$ cat src/rtl/tri_timer_pkg.sv
`timescale 1ns/100ps
package tri_timer_pkg;

    typedef enum logic [1:0] {
        ACC_FREEZE = 2'b00,
        ACC_LO     = 2'b01,
        ACC_HI     = 2'b10,
        ACC_BOTH   = 2'b11
    } acc_e;

    typedef enum logic [1:0] {
        MD_TERM   = 2'b00,
        MD_RATE   = 2'b01,
        MD_SQUARE = 2'b10
    } mode_e;

    typedef enum logic [1:0] {
        ST_IDLE  = 2'b00,
        ST_HALF  = 2'b01,
        ST_ARM   = 2'b10,
        ST_COUNT = 2'b11
    } chst_e;

    typedef struct packed {
        logic  cfg;
        logic  freeze;
        acc_e  acc;
        mode_e mode;
    } ctl_cmd_t;

    function automatic mode_e decode_mode(input logic [1:0] m);
        mode_e r;
        unique case (m)
            2'b10:   r = MD_RATE;
            2'b11:   r = MD_SQUARE;
            default: r = MD_TERM;
        endcase
        return r;
    endfunction

endpackage

$ cat src/rtl/tri_timer_decode.sv
`timescale 1ns/100ps
module tri_timer_decode
    import tri_timer_pkg::*;
#(
    parameter int NCH    = 3,
    parameter int BYTE_W = 8,
    parameter int ADDR_W = 2
) (
    input  logic                      wr_en,
    input  logic                      rd_en,
    input  logic [ADDR_W-1:0]         addr,
    input  logic [BYTE_W-1:0]         wdata,
    output ctl_cmd_t [NCH-1:0]        cmd,
    output logic [NCH-1:0]            data_wr,
    output logic [NCH-1:0]            rd_hit
);
    localparam logic [ADDR_W-1:0] CTL_ADDR = ADDR_W'(NCH);

    logic       ctl_hit;
    logic [1:0] sel;
    acc_e       acc;

    assign ctl_hit = wr_en && (addr == CTL_ADDR);
    assign sel     = wdata[7:6];
    assign acc     = acc_e'(wdata[5:4]);

    for (genvar i = 0; i < NCH; i++) begin : g_dec
        logic hit;
        assign hit             = ctl_hit && (sel == 2'(i));
        assign cmd[i].cfg      = hit && (acc != ACC_FREEZE);
        assign cmd[i].freeze   = hit && (acc == ACC_FREEZE);
        assign cmd[i].acc      = acc;
        assign cmd[i].mode     = decode_mode(wdata[2:1]);
        assign data_wr[i]      = wr_en && (addr == ADDR_W'(i));
        assign rd_hit[i]       = rd_en && (addr == ADDR_W'(i));
    end

endmodule

$ cat src/rtl/tri_timer_channel.sv
`timescale 1ns/100ps
module tri_timer_channel
    import tri_timer_pkg::*;
#(
    parameter int BYTE_W = 8
) (
    input  logic                  clk,
    input  logic                  rst_n,
    input  ctl_cmd_t              cmd,
    input  logic                  data_wr,
    input  logic [BYTE_W-1:0]     wdata,
    input  logic                  rd_hit,
    input  logic                  tick,
    output logic                  wave,
    output logic [BYTE_W-1:0]     rbyte,
    output mode_e                 mode_o,
    output logic                  run_o,
    output logic [2*BYTE_W-1:0]   cnt_o,
    output logic                  snap_vld_o,
    output logic [2*BYTE_W-1:0]   snap_o
);
    localparam int CNT_W = 2 * BYTE_W;
    localparam logic [CNT_W-1:0] ONE = CNT_W'(1);

    chst_e            state, state_nx;
    mode_e            mode;
    acc_e             acc;
    logic [CNT_W-1:0] reload, cnt, snap;
    logic             wptr, rptr, snap_vld;

    // Square-wave half lengths, zero taken as full range
    logic [CNT_W:0]   span, hlen, llen;
    logic [CNT_W-1:0] half_hi, half_lo;

    always_comb begin
        span    = (reload == '0) ? {1'b1, {CNT_W{1'b0}}} : {1'b0, reload};
        hlen    = (span + (CNT_W+1)'(1)) >> 1;
        llen    = span >> 1;
        half_hi = hlen[CNT_W-1:0];
        half_lo = (llen == '0) ? ONE : llen[CNT_W-1:0];
    end

    // Next-state logic: cfg_wr, lo_wr, done_wr, first_tick
    always_comb begin
        unique case (state)
            ST_IDLE, ST_HALF, ST_COUNT: state_nx = state;
            ST_ARM:                     state_nx = tick ? ST_COUNT : ST_ARM;
            default:                    state_nx = ST_IDLE;
        endcase
        if (data_wr)
            state_nx = (acc == ACC_BOTH && !wptr) ? ST_HALF : ST_ARM;
        if (cmd.cfg)
            state_nx = ST_IDLE;
    end

    // State register
    always_ff @(posedge clk) begin
        if (!rst_n) state <= ST_IDLE;
        else        state <= state_nx;
    end

    // Datapath and output
    always_ff @(posedge clk) begin
        if (!rst_n) begin
            mode     <= MD_TERM;
            acc      <= ACC_BOTH;
            reload   <= '0;
            cnt      <= '0;
            wave     <= 1'b0;
            wptr     <= 1'b0;
            rptr     <= 1'b0;
            snap_vld <= 1'b0;
            snap     <= '0;
        end else begin
            if (tick && state == ST_ARM) begin
                cnt  <= (mode == MD_SQUARE) ? half_hi : reload;
                wave <= (mode != MD_TERM);
            end else if (tick && state == ST_COUNT) begin
                unique case (mode)
                    MD_RATE: begin
                        if (cnt == ONE) begin
                            cnt  <= reload;
                            wave <= 1'b0;
                        end else begin
                            cnt  <= cnt - ONE;
                            wave <= 1'b1;
                        end
                    end
                    MD_SQUARE: begin
                        if (cnt == ONE) begin
                            wave <= ~wave;
                            cnt  <= wave ? half_lo : half_hi;
                        end else begin
                            cnt  <= cnt - ONE;
                        end
                    end
                    default: begin
                        cnt <= cnt - ONE;
                        if (cnt == ONE) wave <= 1'b1;
                    end
                endcase
            end

            if (rd_hit) begin
                if (acc == ACC_BOTH) rptr <= ~rptr;
                if (snap_vld && (acc != ACC_BOTH || rptr)) snap_vld <= 1'b0;
            end

            if (cmd.freeze && !snap_vld) begin
                snap     <= cnt;
                snap_vld <= 1'b1;
            end

            if (data_wr) begin
                unique case (acc)
                    ACC_HI: reload <= {wdata, {BYTE_W{1'b0}}};
                    ACC_BOTH: begin
                        if (!wptr) reload[BYTE_W-1:0]     <= wdata;
                        else       reload[CNT_W-1:BYTE_W] <= wdata;
                        wptr <= ~wptr;
                    end
                    default: reload <= {{BYTE_W{1'b0}}, wdata};
                endcase
                if (mode == MD_TERM) wave <= 1'b0;
            end

            if (cmd.cfg) begin
                mode     <= cmd.mode;
                acc      <= cmd.acc;
                wptr     <= 1'b0;
                rptr     <= 1'b0;
                snap_vld <= 1'b0;
                wave     <= (cmd.mode != MD_TERM);
            end
        end
    end

    // Read byte selection
    logic [CNT_W-1:0] src;
    always_comb begin
        src = snap_vld ? snap : cnt;
        unique case (acc)
            ACC_HI:   rbyte = src[CNT_W-1:BYTE_W];
            ACC_BOTH: rbyte = rptr ? src[CNT_W-1:BYTE_W] : src[BYTE_W-1:0];
            default:  rbyte = src[BYTE_W-1:0];
        endcase
    end

    assign mode_o     = mode;
    assign run_o      = (state == ST_COUNT);
    assign cnt_o      = cnt;
    assign snap_vld_o = snap_vld;
    assign snap_o     = snap;

endmodule

$ cat src/rtl/tri_interval_timer.sv
`timescale 1ns/100ps
module tri_interval_timer
    import tri_timer_pkg::*;
#(
    parameter int NCH    = 3,
    parameter int BYTE_W = 8,
    parameter int ADDR_W = 2
) (
    input  logic              clk,
    input  logic              rst_n,
    input  logic              wr_en,
    input  logic              rd_en,
    input  logic [ADDR_W-1:0] addr,
    input  logic [BYTE_W-1:0] wdata,
    output logic [BYTE_W-1:0] rdata,
    input  logic [NCH-1:0]    tick,
    output logic [NCH-1:0]    tmr_out
);
    localparam int CNT_W = 2 * BYTE_W;

    ctl_cmd_t [NCH-1:0]            cmd;
    logic [NCH-1:0]                data_wr, rd_hit;
    logic [NCH-1:0][BYTE_W-1:0]    rbyte;
    mode_e [NCH-1:0]               mode_all;
    logic [NCH-1:0]                run_all, snapv_all;
    logic [NCH-1:0][CNT_W-1:0]     cnt_all, snap_all;

    tri_timer_decode #(.NCH(NCH), .BYTE_W(BYTE_W), .ADDR_W(ADDR_W)) u_dec (
        .wr_en   (wr_en),
        .rd_en   (rd_en),
        .addr    (addr),
        .wdata   (wdata),
        .cmd     (cmd),
        .data_wr (data_wr),
        .rd_hit  (rd_hit)
    );

    for (genvar i = 0; i < NCH; i++) begin : g_ch
        tri_timer_channel #(.BYTE_W(BYTE_W)) u_ch (
            .clk        (clk),
            .rst_n      (rst_n),
            .cmd        (cmd[i]),
            .data_wr    (data_wr[i]),
            .wdata      (wdata),
            .rd_hit     (rd_hit[i]),
            .tick       (tick[i]),
            .wave       (tmr_out[i]),
            .rbyte      (rbyte[i]),
            .mode_o     (mode_all[i]),
            .run_o      (run_all[i]),
            .cnt_o      (cnt_all[i]),
            .snap_vld_o (snapv_all[i]),
            .snap_o     (snap_all[i])
        );
    end

    always_comb begin
        rdata = '0;
        for (int i = 0; i < NCH; i++)
            if (addr == ADDR_W'(i)) rdata = rbyte[i];
    end

endmodule

$ cat config.mk
export PLATFORM = sky130hd
export DESIGN_NAME = tri_interval_timer
export DESIGN_NICKNAME = d
export VERILOG_FILES = /design/src/rtl/tri_timer_pkg.sv /design/src/rtl/tri_timer_decode.sv /design/src/rtl/tri_timer_channel.sv /design/src/rtl/tri_interval_timer.sv
export SDC_FILE = /design/constraint.sdc
export NUM_CORES = 1
export LEC_CHECK = 0
export CAP_MARGIN = 40
export CORE_MARGIN = 3
export CORE_UTILIZATION = 35
export CTS_BUF_LIST = sky130_fd_sc_hd__clkbuf_2 sky130_fd_sc_hd__clkbuf_4 sky130_fd_sc_hd__clkbuf_8
export CTS_CLUSTER_DIAMETER = 150
export DETAILED_ROUTE_END_ITERATION = 8
export DONT_BUFFER_PORTS = 1
export GPL_TIMING_DRIVEN = 0
export MAX_ROUTING_LAYER = met4
export PLACE_DENSITY = 0.61
export SYNTH_ARGS = -nofsm -noshare
export SYNTH_HDL_FRONTEND = slang
export SYNTH_SLANG_ARGS = --single-unit
$ cat constraint.sdc
create_clock -name clk -period 4.7 [get_ports clk]
set_input_delay 0.94 -clock clk [delete_from_list [all_inputs] [get_ports clk]]
set_output_delay 0.94 -clock clk [all_outputs]
set_load 0.01 [all_outputs]
### After elaboration in Yosys (flattened, before gate mapping)

Cells that the tools add are included.
Widths: inputs -> output; s select.

* word-level logic and storage cells: 279
* input bits: 17
* bits in registers: 174
* output and inout bits: 11

* reductions and logical operators: 90
* add/sub/neg operators: 6
* bitwise operators: 10
* muxes and demuxes: 97
* eq/ne operators: 43

Operator list (number)
* $mux 16: 24
* $pmux 16 s2: 6
* $mux 8: 12
* $add 17x1->17 const B: 3
* $logic_not 17->1: 3
* $mux 17: 3
* $eq 16x1->1 const B: 3
* $logic_not 16->1: 3
* $pmux 8 s2: 3
* $sub 16x1->16 const B: 3
* $eq 2x2->1 const B: 20
* $mux 1: 36
* $logic_and 1x1->1: 31
* $reduce_and 2->1: 15
* $reduce_bool 2->1: 14
* $logic_not 2->1: 9
* $mux 2: 9
* $eq 2x1->1 const B: 8
* $ne 2x1->1 const B: 6
* $ne 2x2->1 const B: 6
* $not 1->1: 10
* $reduce_or 3->1: 3
* $logic_not 1->1: 6
* $pmux 1 s2: 3
* 3 further kinds: 7

### Depth between registers and ports, before layout

* depth in word-level cells: 9
* gate-level depth with buffers: 13
* mapped depth without buffers: 10

### By module

From an unflattened synthesis, not the netlist that was laid out.

* cell total of the unflattened synthesis: 1748
* area, all modules: 13072.5 um2

By module, submodules not included
* tri_timer_channel (g_ch[0].u_ch): cells an instance 572, area each 4255.3 um2, times used 1, seq. area each 1161.1 um2
* tri_timer_channel (g_ch[1].u_ch): cells an instance 564, area each 4247.8 um2, times used 1, seq. area each 1161.1 um2
* tri_timer_channel (g_ch[2].u_ch): cells an instance 563, area each 4166.5 um2, times used 1, seq. area each 1161.1 um2
* tri_timer_decode: cells an instance 29, area each 205.2 um2, times used 1, seq. area each 0.0 um2
* tri_interval_timer: cells an instance 20, area each 197.7 um2, times used 1, seq. area each 0.0 um2

### Worst setup path before layout

OpenSTA, ideal clock, no wires.

* path type: reg-to-reg
* start: register g_ch[0].u_ch.cnt[10]
* end: register g_ch[0].u_ch.wave
* period minus slack after synthesis: 2.942 ns
* stages on the path, launching flop included: 12
* setup slack: 1.758 ns
* required time: 4.577 ns
* data arrival time: 2.819 ns
* buffers on the path: 4
* setup time: 0.123 ns
* cells stage by stage: dfxtp_1 > buf_6 > or4_4 > or3b_1 > buf_2 > or2_2 > buf_2 > buf_2 > ha_1 > a221o_1 > a21oi_1 > o22ai_1

* longest elaborated chain between the ends: 8
* elaborated cells between the ends (all ways): 10
* classes of those cells: eq/ne: 1; mux: 9

RTL lines
* start: declaration: line tri_timer_channel.sv:28 `logic [CNT_W-1:0] reload, cnt, snap;`
* start signal: assignment: line tri_timer_channel.sv:76 `cnt <= (mode == MD_SQUARE) ? half_hi : reload;`
* start signal: assignment: line tri_timer_channel.sv:82 `cnt <= reload;`
* start signal: assignment: line tri_timer_channel.sv:85 `cnt <= cnt - ONE;`
* $eq 16x1->1 (*): line tri_timer_channel.sv:81, tri_timer_channel.sv:90, tri_timer_channel.sv:99
* $mux 1 (on tied branches): line tri_timer_channel.sv:99, tri_timer_channel.sv:81, tri_timer_channel.sv:90
* $pmux 1 s2 (*): line tri_timer_channel.sv:79 `unique case (mode)`
* $mux 1 (*): line tri_timer_channel.sv:78 `end else if (tick && state == ST_COUNT) begin`
* $mux 1 (*): line tri_timer_channel.sv:75 `if (tick && state == ST_ARM) begin`
* $mux 1: line tri_timer_channel.sv:124 `if (mode == MD_TERM) wave <= 1'b0;`
* $mux 1 (*): line tri_timer_channel.sv:114 `if (data_wr) begin`
* $mux 1 (*): line tri_timer_channel.sv:127 `if (cmd.cfg) begin`
* end signal: assignment: line tri_timer_channel.sv:77 `wave <= (mode != MD_TERM);`
* end signal: assignment: line tri_timer_channel.sv:91 `wave <= ~wave;`
* end signal: assignment: line tri_timer_channel.sv:133 `wave <= (cmd.mode != MD_TERM);`
* end: declaration: line tri_timer_channel.sv:14 `output logic wave,`

Mark *: on every way between the ends. The rest lies on a longest branch, timed or not.
A chain may end at the register's enable or synchronous reset.

### Final worst setup path

* start: register g_ch[0].u_ch.acc[0]
* end: output port rdata[3]

* longest elaborated chain between the ends: 5
* elaborated cells between the ends (all ways): 6
* classes of those cells: eq/ne: 2; mux: 4

RTL lines
* start: declaration: line tri_timer_channel.sv:27 `acc_e acc;`
* start signal: assignment: line tri_timer_channel.sv:129 `acc <= cmd.acc;`
* $eq 2x2->1: line tri_timer_channel.sv:142 `unique case (acc)`
* $pmux 8 s2 (*): line tri_timer_channel.sv:142
* $mux 8 (*) (3 in series): line tri_interval_timer.sv:60 `if (addr == ADDR_W'(i)) rdata = rbyte[i];`
* end: declaration: line tri_interval_timer.sv:15 `output logic [BYTE_W-1:0] rdata,`

Marked as above.

==> run summary <==
status - complete, no violations
required time worst endpoint - 3.76 ns
Main synth FF type - dfxtp_1
Synthesis Warnings - 0
# resized after CTS - 0
# DRC - 0
Ports - 28
pre-CTS setup slack - 0.970 ns
Synth area leader - dfxtp_1
final worst slack - 0.797 ns
Post-synth EDFFs - 0
1st-iter DRT viols - 1784
largest net degree at the start of global routing - 17
WL/cell - 22.6 um
Starting Density - 0.360
Critical-path top delay cell - o21ai_0
Area Growth Syn to Fin - 8.24%
Syn Inst Count - 1798
FMAX - 0.256 GHz
setup TNS - 0 ns
Static Leak - 4.37 nW
Die X - 198 um
placed cell areas - 0.0136 mm^2
DR pass1 iterations - 6
Sink Count - 174
sequential fraction of the synthesis area - 0.269
Worst-path clk slew - 0.10 ns
CTS Buf Count - 17
Synth Net Count - 1839
die area - 0.0394 mm^2
worst skew pair latency - 0.50 ns
setup violators final - 0
CTS tree - built
initial antenna violation count - 1
layout cells sized above 1 - 0.0587
cell area after layout - 0.0140 mm^2
grt ovf - 0
antenna-violating nets left - 0
routed wire length - 52.0 mm
Tmin final - 3.90 ns
pwr/cell area - 219 mW/mm^2
GRT Total Usage - 0.269
fin. max-slew vios - 0
Detailed Place HPWL - 39.2 mm
critical-path cell list - inv_1 -> o21ai_1 -> mux4_2 -> mux2i_1 -> o21ai_0
hold slack - 0.458 ns
number of fillers in the final layout - 3750
Final Hold Vio Count - 0
RD Place Congestion - 1.00
PortBufs - 0
nets - 1867
type of the worst min-delay path - reg2reg
Site Rows - 69
crit share post-route - 0.830
cts hold-fix bufs - 0
clk_skew - 0.0239 ns
max-capacitance violation count - 0
Mean Syn Cell Area - 7.21 um^2
postcts setup bufs - 0
CP max stage delay - 0.77 ns
Crit. End Element - output port
vias in the first global route - 13400
Util after Layout - 0.390
crit path DAT - 2.96 ns
first-pass GRT wire length - 80.7 mm
CTS root buf - clkbuf_8
top cells by area, synth - dfxtp_1 (27%), nand2_1 (7.9%), a21oi_1 (7.1%)
Synth top area share - 0.269
Cell variety after synth - 85
via count - 14400
vias per inst - 6.26
fraction of registers with async set/reset - 0
Slew HR - 0.295
critical path type - reg2out
mapped cell area - 0.0130 mm^2
Die Y - 198 um
VDD IR max - 0.000176 V
Core Box Area - 0.0360 mm^2
crit-path max FO - 8
worst slew pin tran - 1.06 ns
nature of the critical path startpoint - flip-flop
CTS Buffer Depth - 2
RSZ-0062 raised after global routing - false
Yosys reg bits - 174
CTS H-tree lvls - 4
power by group:
group	switching (W)	leakage, nW	internal [W]	total, W
sequential	0.0000245	1.40	0.00149	0.00152
combinational	0.000291	2.77	0.000141	0.000433
clock	0.000651	0.199	0.000476	0.00113
worst max-delay path: cells and delay by family (launching register included):
family                 cells  cell delay, ns
AO/OA/AOI/OAI              2            1.47
buffers and inverters      1            0.12
flip-flops                 1            0.43
multiplexers               2            0.45
worst paths after layout:
kind / from / to / slack (ns) / cells past startpoint
max reg2reg: g_ch[0].u_ch.cnt_o[2]$_SDFFE_PN0P_ / g_ch[0].u_ch.wave$_SDFF_PN0_ / 1.25 / 10
min: g_ch[1].u_ch.snap_o[12]$_SDFFE_PN0P_ / g_ch[1].u_ch.snap_o[12]$_SDFFE_PN0P_ / 0.46 / 2
max: g_ch[0].u_ch.acc[0]$_SDFFE_PN1P_ / rdata[3] / 0.80 / 5
min reg2reg: g_ch[1].u_ch.snap_o[12]$_SDFFE_PN0P_ / g_ch[1].u_ch.snap_o[12]$_SDFFE_PN0P_ / 0.46 / 2
stage by stage:
step,instances,power [W]
final,2303,0.00308
after global routing,2301,0.00317
after CTS,2300,0.00307
after detailed placement,2268,0.00197
after global placement,2259,0.00196
after floorplan,1798,0.00183
cells in the final DEF, fill, tap and decap left out, types with 26 or more instances in the layout:
| cell | synthesis | routed |
|---|---|---|
| a21oi_1 | 183 | 183 |
| a31oi_1 | 33 | 33 |
| clkbuf_1 | 147 | 147 |
| dfxtp_1 | 174 | 174 |
| inv_1 | 42 | 42 |
| mux2i_1 | 26 | 26 |
| nand2_1 | 272 | 272 |
| nand3_1 | 108 | 108 |
| nand4_1 | 27 | 27 |
| nor2_1 | 101 | 101 |
| nor3_1 | 56 | 56 |
| nor4_1 | 30 | 30 |
| o21ai_0 | 120 | 120 |
| xnor2_1 | 41 | 41 |
cells in the mapped netlist, types with 30 or more instances:
master / number
o21ai_0: 120
dfxtp_1: 174
a21oi_1: 183
nor2_1: 101
a31oi_1: 33
nor4_1: 30
nor3_1: 56
xnor2_1: 41
clkbuf_1: 147
inv_1: 42
nand2_1: 272
nand3_1: 108
kinds of logic after synthesis:
| group | after synthesis | synth area share |
|---|---|---|
| simple gates | 717 | 0.268 |
| compound gates | 550 | 0.270 |
| buf+inv | 225 | 0.0695 |
| flops | 174 | 0.269 |
| xor+xnor | 57 | 0.0385 |
| mux | 51 | 0.0626 |
| fa+ha+maj | 24 | 0.0232 |
state kept, by name, indices dropped and copies added (netlist names):
register,cells
g_ch.u_ch.mode_o,6
g_ch.u_ch.snap_o,48
g_ch.u_ch.acc,6
g_ch.u_ch.snap_vld_o,3
g_ch.u_ch.rptr,3
g_ch.u_ch.wave,3
g_ch.u_ch.cnt_o,48
g_ch.u_ch.reload,48
g_ch.u_ch.state,6
g_ch.u_ch.wptr,3
routing by layer:
| layer | global-route usage | vias up | share of wire |
|---|---|---|---|
| met2 | 0.406 | 811 | 0.44 |
| met3 | 0.0522 | 137 | 0.097 |
| met1 | 0.358 | 6838 | 0.42 |
| met4 | 0.101 | 0 | 0.037 |
| li1 | - | 6640 | - |
| met5 | - | - | 0 |
final cells by class:
cell class	count	area, um^2	area share
multi-input combinational	1399	8580	0.611
sequential	174	3480	0.248
buffer	177	718	0.0512
tap	461	577	0.0411
clock buffer	20	275	0.0196
inverter	48	183	0.0130
clock inverter	12	126	0.00900
timing repair buffer	9	82.6	0.00588
antenna	3	7.51	0.000535
(Power assumes the default switching activity.)
